**src/rtl/asram_pkg.sv**
```systemverilog
// Shared types and helpers for the asynchronous SRAM controller.
// Assumes: callers pass positive clock periods.
package asram_pkg;

    typedef enum logic [2:0] {
        ST_IDLE   = 3'd0,
        ST_WSETUP = 3'd1,
        ST_WPULSE = 3'd2,
        ST_WHOLD  = 3'd3,
        ST_WREC   = 3'd4,
        ST_RACC   = 3'd5,
        ST_TURN   = 3'd6
    } seq_state_t;

    typedef struct packed {
        logic ce1_n;
        logic ce2;
        logic we_n;
        logic oe_n;
        logic dq_t;
    } mem_pins_t;

    // Nanoseconds to cycles, rounded up.
    function automatic int ns2cyc(input int ns, input int per);
        return (ns + per - 1) / per;
    endfunction

    function automatic int imax(input int a, input int b);
        return (a > b) ? a : b;
    endfunction

    // Memory pin levels that belong to each sequencer state.
    function automatic mem_pins_t pins_of(input seq_state_t s);
        mem_pins_t p;
        p = '{ce1_n: 1'b1, ce2: 1'b0, we_n: 1'b1, oe_n: 1'b1, dq_t: 1'b0};
        case (s)
            ST_WSETUP: begin p.ce1_n = 1'b0; p.ce2 = 1'b1; p.dq_t = 1'b1; end
            ST_WPULSE: begin p.ce1_n = 1'b0; p.ce2 = 1'b1; p.dq_t = 1'b1; p.we_n = 1'b0; end
            ST_WHOLD:  begin p.ce1_n = 1'b0; p.ce2 = 1'b1; p.dq_t = 1'b1; end
            ST_WREC:   begin p.ce1_n = 1'b0; p.ce2 = 1'b1; end
            ST_RACC:   begin p.ce1_n = 1'b0; p.ce2 = 1'b1; p.oe_n = 1'b0; end
            default:   ;
        endcase
        return p;
    endfunction

endpackage

```
**src/rtl/asram_timer.sv**
```systemverilog
// Down counter that times the length of a sequencer state.
// Assumes: load is given on entry to a state with the length minus one.
module asram_timer #(
    parameter int CW = 4
) (
    input  logic          clk,
    input  logic          rst_n,
    input  logic          load,
    input  logic [CW-1:0] load_val,
    output logic          zero
);
    logic [CW-1:0] cnt_q;

    // Load on state entry, otherwise count down to zero and stop.
    always_ff @(posedge clk) begin
        if (!rst_n)              cnt_q <= '0;
        else if (load)           cnt_q <= load_val;
        else if (cnt_q != '0)    cnt_q <= cnt_q - 1'b1;
    end

    assign zero = (cnt_q == '0);
endmodule

```
**src/rtl/asram_data.sv**
```systemverilog
// Holds the accepted address and write byte, and captures the read byte.
// Assumes: accept and capture come from the sequencer and are never both high.
module asram_data #(
    parameter int AW = 17,
    parameter int DW = 8
) (
    input  logic          clk,
    input  logic          rst_n,
    input  logic          accept,
    input  logic [AW-1:0] req_addr,
    input  logic [DW-1:0] req_wdata,
    input  logic          capture,
    input  logic [DW-1:0] dq_i,
    output logic [AW-1:0] addr_q,
    output logic [DW-1:0] wdata_q,
    output logic [DW-1:0] rdata_q
);
    // Latch request fields only when a request is taken.
    always_ff @(posedge clk) begin
        if (!rst_n) begin
            addr_q  <= '0;
            wdata_q <= '0;
        end else if (accept) begin
            addr_q  <= req_addr;
            wdata_q <= req_wdata;
        end
    end

    // Sample the memory bus at the end of the read access window.
    always_ff @(posedge clk) begin
        if (!rst_n)       rdata_q <= '0;
        else if (capture) rdata_q <= dq_i;
    end
endmodule

```
**src/rtl/asram_seq.sv**
```systemverilog
// State sequencer: orders the memory control pins for reads and writes,
// registers the pins glitch-free and flags completion.
// Assumes: all cycle counts are at least one.
module asram_seq
    import asram_pkg::*;
#(
    parameter int CW    = 4,
    parameter int N_PWE = 3,
    parameter int N_REC = 0,
    parameter int N_RD  = 5,
    parameter int N_TA  = 3,
    parameter int N_WC  = 5
) (
    input  logic      clk,
    input  logic      rst_n,
    input  logic      req_valid,
    input  logic      req_we,
    input  logic      tmr_zero,
    output logic      idle,
    output logic      accept,
    output logic      capture,
    output logic      tmr_load,
    output logic [CW-1:0] tmr_val,
    output mem_pins_t pins_q,
    output logic      done_q
);
    localparam logic [CW-1:0] L_PWE = CW'(N_PWE - 1);
    localparam logic [CW-1:0] L_REC = CW'((N_REC > 0) ? N_REC - 1 : 0);
    localparam logic [CW-1:0] L_RD  = CW'(N_RD - 1);
    localparam logic [CW-1:0] L_TA  = CW'(N_TA - 1);

    seq_state_t state_q, nxt;
    logic       done_c;

    assign idle   = (state_q == ST_IDLE);
    assign accept = idle && req_valid;

    // Next-state, timer load and completion decisions.
    always_comb begin
        nxt      = state_q;
        tmr_load = 1'b0;
        tmr_val  = '0;
        capture  = 1'b0;
        done_c   = 1'b0;
        case (state_q)
            ST_IDLE: if (req_valid) begin
                if (req_we) nxt = ST_WSETUP;
                else begin nxt = ST_RACC; tmr_load = 1'b1; tmr_val = L_RD; end
            end
            ST_WSETUP: begin nxt = ST_WPULSE; tmr_load = 1'b1; tmr_val = L_PWE; end
            ST_WPULSE: if (tmr_zero) nxt = ST_WHOLD;
            ST_WHOLD: begin
                tmr_load = 1'b1;
                if (N_REC > 0) begin nxt = ST_WREC; tmr_val = L_REC; end
                else begin nxt = ST_TURN; tmr_val = L_TA; done_c = 1'b1; end
            end
            ST_WREC: if (tmr_zero) begin
                nxt = ST_TURN; tmr_load = 1'b1; tmr_val = L_TA; done_c = 1'b1;
            end
            ST_RACC: if (tmr_zero) begin
                nxt = ST_TURN; tmr_load = 1'b1; tmr_val = L_TA;
                capture = 1'b1; done_c = 1'b1;
            end
            ST_TURN: if (tmr_zero) nxt = ST_IDLE;
            default: nxt = ST_IDLE;
        endcase
    end

    // State, registered pin levels and completion strobe.
    always_ff @(posedge clk) begin
        if (!rst_n) begin
            state_q <= ST_IDLE;
            pins_q  <= pins_of(ST_IDLE);
            done_q  <= 1'b0;
        end else begin
            state_q <= nxt;
            pins_q  <= pins_of(nxt);
            done_q  <= done_c;
        end
    end

    // Checker counters: write-enable low run, selected span, write seen in span.
    logic [7:0] we_run_q, span_q;
    logic       wr_seen_q;
    always_ff @(posedge clk) begin
        if (!rst_n) begin
            we_run_q  <= '0;
            span_q    <= '0;
            wr_seen_q <= 1'b0;
        end else begin
            we_run_q  <= pins_q.we_n ? 8'd0 : ((we_run_q == 8'hFF) ? we_run_q : we_run_q + 1'b1);
            span_q    <= pins_q.ce1_n ? 8'd0 : ((span_q == 8'hFF) ? span_q : span_q + 1'b1);
            wr_seen_q <= pins_q.ce1_n ? 1'b0 : (wr_seen_q | ~pins_q.we_n);
        end
    end

    p_pulse_len_r4: assert property (@(posedge clk) disable iff (!rst_n)
        $rose(pins_q.we_n) |-> (we_run_q >= 8'(N_PWE)));

    p_write_span_r5: assert property (@(posedge clk) disable iff (!rst_n)
        ($rose(pins_q.ce1_n) && wr_seen_q) |-> (span_q >= 8'(N_WC)));

    p_accept_idle_r2: assert property (@(posedge clk) disable iff (!rst_n)
        accept |=> !idle);
endmodule

```
**src/rtl/asram_ctrl.sv**
```systemverilog
// Top of the asynchronous SRAM controller: host handshake on one side,
// memory pins (split data bus with drive enable) on the other.
// Assumes: one request outstanding at a time; timing limits in ns.
module asram_ctrl
    import asram_pkg::*;
#(
    parameter int AW        = 17,
    parameter int DW        = 8,
    parameter int CLK_NS    = 4,
    parameter int T_WC_NS   = 20,
    parameter int T_PWE_NS  = 12,
    parameter int T_AW_NS   = 15,
    parameter int T_SD_NS   = 10,
    parameter int T_AA_NS   = 20,
    parameter int T_OE_NS   = 9,
    parameter int T_HZ_NS   = 10
) (
    input  logic          clk,
    input  logic          rst_n,
    input  logic          req_valid,
    output logic          req_ready,
    input  logic          req_we,
    input  logic [AW-1:0] req_addr,
    input  logic [DW-1:0] req_wdata,
    output logic          rsp_valid,
    output logic [DW-1:0] rsp_rdata,
    output logic [AW-1:0] mem_addr,
    output logic          mem_ce1_n,
    output logic          mem_ce2,
    output logic          mem_we_n,
    output logic          mem_oe_n,
    output logic [DW-1:0] mem_dq_o,
    output logic          mem_dq_t,
    input  logic [DW-1:0] mem_dq_i
);
    localparam int C_AW  = ns2cyc(T_AW_NS, CLK_NS);
    localparam int N_PWE = imax(imax(ns2cyc(T_PWE_NS, CLK_NS), ns2cyc(T_SD_NS, CLK_NS)),
                                imax((C_AW > 1) ? C_AW - 1 : 1, 1));
    localparam int N_WC  = ns2cyc(T_WC_NS, CLK_NS);
    localparam int N_REC = (N_WC > N_PWE + 2) ? N_WC - N_PWE - 2 : 0;
    localparam int N_RD  = imax(imax(ns2cyc(T_AA_NS, CLK_NS), ns2cyc(T_OE_NS, CLK_NS)), 1);
    localparam int N_TA  = imax(ns2cyc(T_HZ_NS, CLK_NS), 1);
    localparam int CW    = $clog2(imax(imax(N_PWE, N_REC), imax(N_RD, N_TA)) + 1) + 1;

    logic          accept, capture, tmr_load, tmr_zero, idle;
    logic [CW-1:0] tmr_val;
    mem_pins_t     pins;

    asram_seq #(
        .CW(CW), .N_PWE(N_PWE), .N_REC(N_REC), .N_RD(N_RD), .N_TA(N_TA), .N_WC(N_WC)
    ) u_seq (
        .clk(clk), .rst_n(rst_n), .req_valid(req_valid), .req_we(req_we),
        .tmr_zero(tmr_zero), .idle(idle), .accept(accept), .capture(capture),
        .tmr_load(tmr_load), .tmr_val(tmr_val), .pins_q(pins), .done_q(rsp_valid)
    );

    asram_timer #(.CW(CW)) u_tmr (
        .clk(clk), .rst_n(rst_n), .load(tmr_load), .load_val(tmr_val), .zero(tmr_zero)
    );

    asram_data #(.AW(AW), .DW(DW)) u_data (
        .clk(clk), .rst_n(rst_n), .accept(accept), .req_addr(req_addr),
        .req_wdata(req_wdata), .capture(capture), .dq_i(mem_dq_i),
        .addr_q(mem_addr), .wdata_q(mem_dq_o), .rdata_q(rsp_rdata)
    );

    assign req_ready = idle;
    assign mem_ce1_n = pins.ce1_n;
    assign mem_ce2   = pins.ce2;
    assign mem_we_n  = pins.we_n;
    assign mem_oe_n  = pins.oe_n;
    assign mem_dq_t  = pins.dq_t;

    p_idle_pins_r1: assert property (@(posedge clk) disable iff (!rst_n)
        req_ready |-> (mem_ce1_n && !mem_ce2 && mem_we_n && mem_oe_n && !mem_dq_t));

    p_we_selected_r3: assert property (@(posedge clk) disable iff (!rst_n)
        !mem_we_n |-> (!mem_ce1_n && mem_ce2 && mem_oe_n));

    p_end_by_we_r5: assert property (@(posedge clk) disable iff (!rst_n)
        $rose(mem_we_n) |-> (!mem_ce1_n && mem_ce2 && mem_dq_t));

    p_no_fight_r7: assert property (@(posedge clk) disable iff (!rst_n)
        !mem_oe_n |-> !mem_dq_t);

    p_oe_after_float_r7: assert property (@(posedge clk) disable iff (!rst_n)
        $fell(mem_oe_n) |-> ($past(!mem_dq_t) && $past(mem_ce1_n)));

    p_done_pulse_r8: assert property (@(posedge clk) disable iff (!rst_n)
        rsp_valid |=> !rsp_valid);

    p_addr_hold_r9: assert property (@(posedge clk) disable iff (!rst_n)
        (!mem_ce1_n && $past(!mem_ce1_n)) |-> $stable(mem_addr));
endmodule

```
**config.mk**
```make
export PLATFORM = sky130hd
export DESIGN_NAME = asram_ctrl
export DESIGN_NICKNAME = d
export VERILOG_FILES = /design/src/rtl/asram_pkg.sv /design/src/rtl/asram_timer.sv /design/src/rtl/asram_data.sv /design/src/rtl/asram_seq.sv /design/src/rtl/asram_ctrl.sv
export SDC_FILE = /design/constraint.sdc
export NUM_CORES = 1
export LEC_CHECK = 0
export ABC_AREA = 1
export BUFFER_PORTS_ARGS = -buffer_cell sky130_fd_sc_hd__buf_2
export CAP_MARGIN = 0
export CORE_MARGIN = 3
export CORE_UTILIZATION = 50
export DETAILED_ROUTE_END_ITERATION = 10
export GPL_TIMING_DRIVEN = 0
export PLACE_DENSITY_LB_ADDON = 0.05
export SETUP_SLACK_MARGIN = 0.2
export SYNTH_ARGS = -nofsm -noshare
export SYNTH_HDL_FRONTEND = slang
export SYNTH_SLANG_ARGS = --single-unit
```
**constraint.sdc**
```tcl
create_clock -name clk -period 2.83 [get_ports clk]
set_clock_uncertainty 0.2 [all_clocks]
set_input_delay 0 -clock clk [delete_from_list [all_inputs] [get_ports clk]]
set_output_delay 0 -clock clk [all_outputs]
set_load 0.02 [all_outputs]
```
==> results.py, run 1 <==
metrics = {
    "global_route": {
        "grt_pass1_wl_um": 8220,
        "grt_pass1_vias": 1828,
        "grt_max_degree": 13,
        "grt.total_usage_pct": 25.0,
        "grt_overflow": 0,
        "antenna_found_initial": 0,
    },
    "synthesis": {
        "ys_ff_latch": 46,
        "synth_area_um2": 1780,
        "seq_area_frac_synth_pct": 51.8,
        "netlist_instances": 232,
        "yosys_warnings": 0,
        "syn-mean-instance-area_um2": 7.66,
        "ys_types": 21,
        "syn_nets": 270,
    },
    "place": {
        "io_buffers": 75,
        "post-place-ws_ns": 1.14,
        "dp_cells": 353,
        "dpl_cell_area_um2": 2210,
        "gp_congestion": 0.820,
        "dpl.hpwl_um": 2870,
    },
    "routing": {
        "drt.antenna.violating_nets": 0,
        "dr_wl_met2_um": 2570,
        "wire_per_inst_um": 12.2,
        "routed_wl_um": 5030,
        "dr.first_iter.drc_count": 172,
        "vias_per_cell": 4.87,
        "dr_wl_met3_um": 330,
        "drc": 0,
        "highest_layer": "met4",
        "dr.pass1.iters": 4,
        "wirelength_met1_um": 2030,
        "vias": 2010,
    },
    "floorplanning": {
        "die_y_um": 65.6,
        "die_x_um": 65.6,
        "initial_utilization_pct": 52.4,
        "rows": 21,
        "io_pins": 77,
        "core_area_um2": 3390,
        "die_area_um2": 4300,
    },
    "worst_setup_path": {
        "cp.required_ns": 2.94,
        "worstSetupPathType": "reg -> reg",
        "worst-path-max-fanout": 8,
        "cp-start-kind": "register",
        "arrival_ns": 2.52,
        "end_kind": "register",
    },
    "final_layout": {
        "final_util_pct": 82.7,
        "fillers": 211,
        "nets": 406,
        "stdcell_count": 413,
        "antennaDiodeCount": 0,
        "drive_gt1_share_pct": 26.7,
        "layout.cells.most_common_list": "buf_2 (79), dlygate4sd3_1 (54), dfxtp_1 (46)",
        "area_delta_synth_final_pct": 57.7,
        "final_common_cell": "buf_2",
        "stdcell_area_um2": 2800,
    },
    "power_and_ir_drop": {
        "comb_power_share_pct": 44.2,
        "leakage_nw": 1.34,
        "ir_drop_mv": 0.425,
        "clockPowerShare_pct": 14.6,
        "cellInternalPower_mw": 1.24,
        "totalPowerFinal_mw": 2.07,
        "p_sw_share_pct": 40.1,
        "seqPwrFrac_pct": 41.2,
        "powerDensity_nw_per_um2": 741,
        "switchingPower_mw": 0.831,
    },
    "clock_network": {
        "clk_path_buf_depth": 2,
        "root_buffer": "clkbuf_4",
        "postCtsSetupRepairBufs": 0,
        "hold_buffers": 54,
        "cts_tree": "done",
        "cts_resized": 0,
        "cts_buffers": 5,
        "clock_latency_ns": 0.35,
        "htree_levels": 2,
        "path_clk_slew_ns": 0.12,
        "clkSinkCount": 46,
    },
    "sta": {
        "tightestPinTransition_ns": 0.443,
        "timing.setup.tns_ns": 0,
        "rsz0062_at_grt": "no",
        "fin_crit_sh_pct": 85.4,
        "hold_viol": 0,
        "finalCriticalPeriod_ns": 2.42,
        "fmax_mhz": 414,
        "maxSlewViolCount": 0,
        "holdWs_ns": 0.0337,
        "finalSetupViolations": 0,
        "max_slew_margin_pct": 70.5,
        "setup_slack_ns": 0.414,
    },
    "flow_run": {
        "maxCapViolCount": 0,
    },
    "run_status": {
        "outcome": "finished clean",
    },
    "min_path": {
        "hp-class": "in -> reg",
    },
}
-- power by group through the flow --
stage	Sequential, mW	Combinational (mW)	Clock (mW)
6_report	0.854	0.917	0.303
2_1_floorplan	0.977	0.479	0
5_1_grt	0.870	1.02	0.336
3_5_place_dp	0.866	0.815	0
3_3_place_gp	0.864	0.812	0
4_1_cts	0.851	0.902	0.304
-- cells in the mapped netlist --
| master | instances | share of area (%) |
|---|---|---|
| nand2_1 | 44 | 9.3 |
| inv_2 | 4 | 0.84 |
| dfxtp_1 | 46 | 52 |
| nor3_1 | 2 | 0.56 |
| nand3_2 | 2 | 1.1 |
| nor2_2 | 3 | 1.1 |
| clkbuf_1 | 3 | 0.63 |
| nor3_4 | 1 | 0.92 |
| o21ai_0 | 13 | 3.7 |
| nor2_1 | 29 | 6.1 |
| a21oi_1 | 28 | 7.9 |
| xor2_1 | 1 | 0.49 |
| nand4_1 | 1 | 0.35 |
| buf_4 | 1 | 0.42 |
| buf_2 | 4 | 1.1 |
| nand3_1 | 29 | 8.2 |
| ha_1 | 1 | 0.70 |
| nand2_2 | 2 | 0.70 |
| xnor2_1 | 1 | 0.49 |
| inv_1 | 15 | 3.2 |
| buf_1 | 2 | 0.42 |
-- sequential cells by signal (all words and copies together) (netlist names) --
signal / count
u_data.addr_q: 17
u_data.rdata_q: 8
u_data.wdata_q: 8
u_seq.done_q: 1
u_seq.pins_q: 5
u_seq.state_q: 3
u_tmr.cnt_q: 4
-- worst paths after layout --
check                                       start                end  slack (ns)  cells past startpoint
worst max-delay path             u_seq.state_q[1]  u_data.addr_q[13]        0.41                      5
worst min-delay path                    req_valid    u_seq.pins_q[1]        0.03                      4
worst max register to register   u_seq.state_q[1]  u_data.addr_q[13]        0.41                      5
worst min register to register  u_data.wdata_q[6]  u_data.wdata_q[6]        0.27                      2
-- worst max-delay path, stage by stage, from the launching register on --
cell and delay, ns:
dfxtp_1 0.41, nor3_4 0.33, nand3_1 0.12, dlygate4sd3_1 0.59
a21oi_1 0.15, dlygate4sd3_1 0.57
-- cell families (layout without fill, tap and decap cells) --
family,Yosys count,count (layout),synth area share [%]
buffers and inverters,29,164,6.62
flip-flops,46,46,51.8
XOR/XNOR,2,2,0.986
adder cells (fa/ha/maj),1,1,0.704
AND/OR/NAND/NOR,113,113,28.3
AO/OA/AOI/OAI,41,41,11.5
-- per-layer routing --
| layer | track usage (%) | vias up |
|---|---|---|
| li1 | - | 1028 |
| met5 | 0 | - |
| met4 | 10.4 | 0 |
| met3 | 6.50 | 16 |
| met1 | 28.5 | 897 |
| met2 | 44.0 | 69 |
-- final cells by class --
type                    instances  area (um^2)  share of cell area [%]
multi-input cells             157          738                    26.4
repair buffers                129          916                    32.7
clock buffers                   6         51.3                    1.83
well taps                      46         57.6                    2.05
plain buffers                  10         46.3                    1.65
inverters                      19         71.3                    2.55
flip-flops and latches         46          921                    32.9
Power figures use the tool's default switching activity.
==> inputs of run 2 (changes only) <==
--- a/config.mk
+++ b/config.mk
@@ -7,3 +7,2 @@
 export LEC_CHECK = 0
-export ABC_AREA = 1
 export BUFFER_PORTS_ARGS = -buffer_cell sky130_fd_sc_hd__buf_2
@@ -11,3 +10,3 @@
 export CORE_MARGIN = 3
-export CORE_UTILIZATION = 50
+export CORE_UTILIZATION = 51
 export DETAILED_ROUTE_END_ITERATION = 10
--- a/constraint.sdc
+++ b/constraint.sdc
@@ -4,2 +4,2 @@
 set_output_delay 0 -clock clk [all_outputs]
-set_load 0.02 [all_outputs]
+set_load 0.1 [all_outputs]
==> run 2 against run 1 <==
Against the previous run: global-route usage shrank 2.5 points; via count shrank 11%; die area grew 4.1%; critical path depth grew 2; wire length shrank 6.3%; synthesized cell count shrank 8.2%; area after synthesis grew 6.6%; sequential share of layout area grew 0.43 points; hold slack lost 0.013 ns; non-clock buffer count shrank 15; critical path type unchanged; fmax grew 24%; clock-buffer cell count is the same.
==> results.py, run 2 <==
metrics = {
    "synthesis": {
        "synthTopCellsByCount": "nand2_1 (57), dfxtp_1 (46), a21boi_0 (22)",
        "syn_nets": 251,
        "yosys_warnings": 0,
        "synth_area_um2": 1890,
        "seq_area_frac_synth_pct": 48.6,
        "ys_ff_latch": 46,
        "synth_async_sr_flop_share_pct": 0,
        "synth_most_common_cell": "nand2_1",
        "netlist_instances": 213,
        "synth_area_leaders": "dfxtp_1 (49%), nand2_1 (11%), a21boi_0 (8.7%)",
        "syn-mean-instance-area_um2": 8.89,
        "synth_top_area_cell": "dfxtp_1",
        "ys_types": 38,
        "synth_top_area_share_pct": 48.6,
        "synth_edf_count": 0,
        "synth_top_flop_cell": "dfxtp_1",
    },
    "final_layout": {
        "layout.cells.most_common_list": "buf_2 (79), nand2_1 (57), dfxtp_1 (46)",
        "stdcell_count": 376,
        "largest_reg_flops": 17,
        "reg_top3": "u_data.addr_q x17, u_data.rdata_q x8, u_data.wdata_q x8",
        "final_util_pct": 79.7,
        "final_common_cell": "buf_2",
        "area_delta_synth_final_pct": 46.0,
        "drive_gt1_share_pct": 28.8,
        "nets": 369,
        "top_register": "u_data.addr_q",
        "antennaDiodeCount": 0,
    },
    "place": {
        "gp_congestion": 0.772,
        "dp_cells": 335,
        "io_buffers": 76,
        "dpl.hpwl_um": 3030,
    },
    "clock_network": {
        "cts_tree": "done",
        "clock_latency_ns": 0.28,
        "path_clk_slew_ns": 0.07,
        "htree_levels": 2,
        "cts_buffers": 5,
        "cts_resized": 0,
        "clk_path_buf_depth": 2,
        "clkSinkCount": 46,
        "root_buffer": "clkbuf_8",
    },
    "global_route": {
        "grt_pass1_vias": 1695,
        "grt_pass1_wl_um": 7610,
        "grt_max_degree": 13,
        "antenna_found_initial": 0,
        "grt_overflow": 0,
        "grt.total_usage_pct": 22.5,
    },
    "worst_setup_path": {
        "r2r_end": "u_data.rdata_q[7]",
        "worstSetupPathType": "reg -> reg",
        "worst-path-max-fanout": 8,
        "end_kind": "register",
        "cp-start-kind": "register",
        "cp.required_ns": 2.81,
        "r2r_slack_ns": 0.88,
        "startpoint": "u_tmr.cnt_q[0]",
        "rr_startpoint": "u_tmr.cnt_q[0]",
        "ff2ff_path_depth": 7,
        "arrival_ns": 1.93,
    },
    "routing": {
        "drt.antenna.violating_nets": 0,
        "drc": 0,
        "wire_per_inst_um": 12.5,
        "routed_wl_um": 4720,
        "vias": 1793,
        "dr.pass1.iters": 4,
        "vias_per_cell": 4.77,
        "dr.first_iter.drc_count": 92,
    },
    "sta": {
        "tightestPinTransition_ns": 0.505,
        "finalSetupViolations": 0,
        "finalCriticalPeriod_ns": 1.95,
        "hold_viol": 0,
        "fmax_mhz": 512,
        "holdWs_ns": 0.0212,
        "fin_crit_sh_pct": 69.0,
        "timing.setup.tns_ns": 0,
        "max_slew_margin_pct": 66.6,
        "rsz0062_at_grt": "no",
        "maxSlewViolCount": 0,
    },
    "floorplanning": {
        "rows": 21,
        "io_pins": 77,
        "die_y_um": 66.9,
        "die_x_um": 66.9,
        "core_area_um2": 3470,
        "initial_utilization_pct": 54.6,
        "die_area_um2": 4480,
    },
    "min_path": {
        "hp-class": "in -> reg",
        "hold_start": "req_we",
        "min_to": "u_seq.pins_q[1]",
        "hold_depth": 3,
    },
    "run_status": {
        "outcome": "finished clean",
    },
    "power_and_ir_drop": {
        "leakage_nw": 1.26,
        "totalPowerFinal_mw": 2.89,
        "powerDensity_nw_per_um2": 1050,
        "ir_drop_mv": 0.809,
    },
    "flow_run": {
        "maxCapViolCount": 0,
    },
}
## run 2: cell types whose count changed in the layout (fill, tap and decap cells not counted), moves of 5 or more
cell,change
nand3_1,-27
a21oi_1,-25
a21boi_0,+22
dlygate4sd3_1,-19
nor2_1,-19
nand2_1,+13
inv_1,-10
nor2b_1,+9
mux2i_1,+8
o21ai_0,-8
clkbuf_4,-5
clkbuf_8,+5
## run 2: worst max-delay path: stages (launching register included)
cell and delay (ns):
dfxtp_1 0.32, inv_1 0.07, ha_1 0.22, or3b_1 0.38, buf_6 0.16, nor2_8 0.20, mux2i_1 0.23, nor2b_1 0.06
## run 2: timing repair
| item | 4_1_cts | 5_1_grt |
|---|---|---|
| hold endpoints to repair | 36 | 0 |
| hold buffers | 35 | 0 |
| buffers inserted | 0 | 0 |
## run 2: worst max path at each step
stage	to	slack [ns]	depth (start not counted)
finish	u_data.rdata_q[7]	0.88	7
global route	u_seq.pins_q[0]	0.75	6
CTS	u_data.rdata_q[7]	0.86	7
detailed placement	u_seq.pins_q[0]	0.89	6
global placement	u_seq.pins_q[0]	0.90	6
floorplan	u_data.addr_q[0]	0.60	5
## run 2: cell type report
cell class	count	area [um^2]
Inverter	5	18.8
Buffer	13	67.6
Tap cell	46	57.6
Clock buffer	6	82.6
Fill cell	240	703
Timing Repair Buffer	111	731
Multi-Input combinational cell	149	887
Sequential cell	46	921
## run 2: cells by family (layout without fill, tap and decap cells)
logic type,Yosys count,count (layout),synth area share [%]
buf+inv,18,135,4.56
mux,9,9,4.82
fa+ha+maj,1,1,0.660
compound gates,39,39,14.7
simple gates,100,100,26.7
flops,46,46,48.6
## run 2: metrics by stage
step                setup WS, ns  instance area, um^2
finish                     0.879                 2770
global route               0.746                 2770
CTS                        0.860                 2770
detailed placement         0.888                 2330
global placement           0.905                 2330
floorplan                  0.602                 1890
## run 2: where the power goes
part	switching (mW)	internal [mW]
combinational	1.26	0.379
clock	0.187	0.188
sequential	0.0871	0.788
total	1.54	1.36
## run 2: routing by layer
layer	share of wire, %	global-route usage (%)	wire length [um]
met2	46	37.3	2180
met1	44	27.0	2080
met5	0	0	0
met4	2.0	8.86	96
met3	7.7	7.08	363
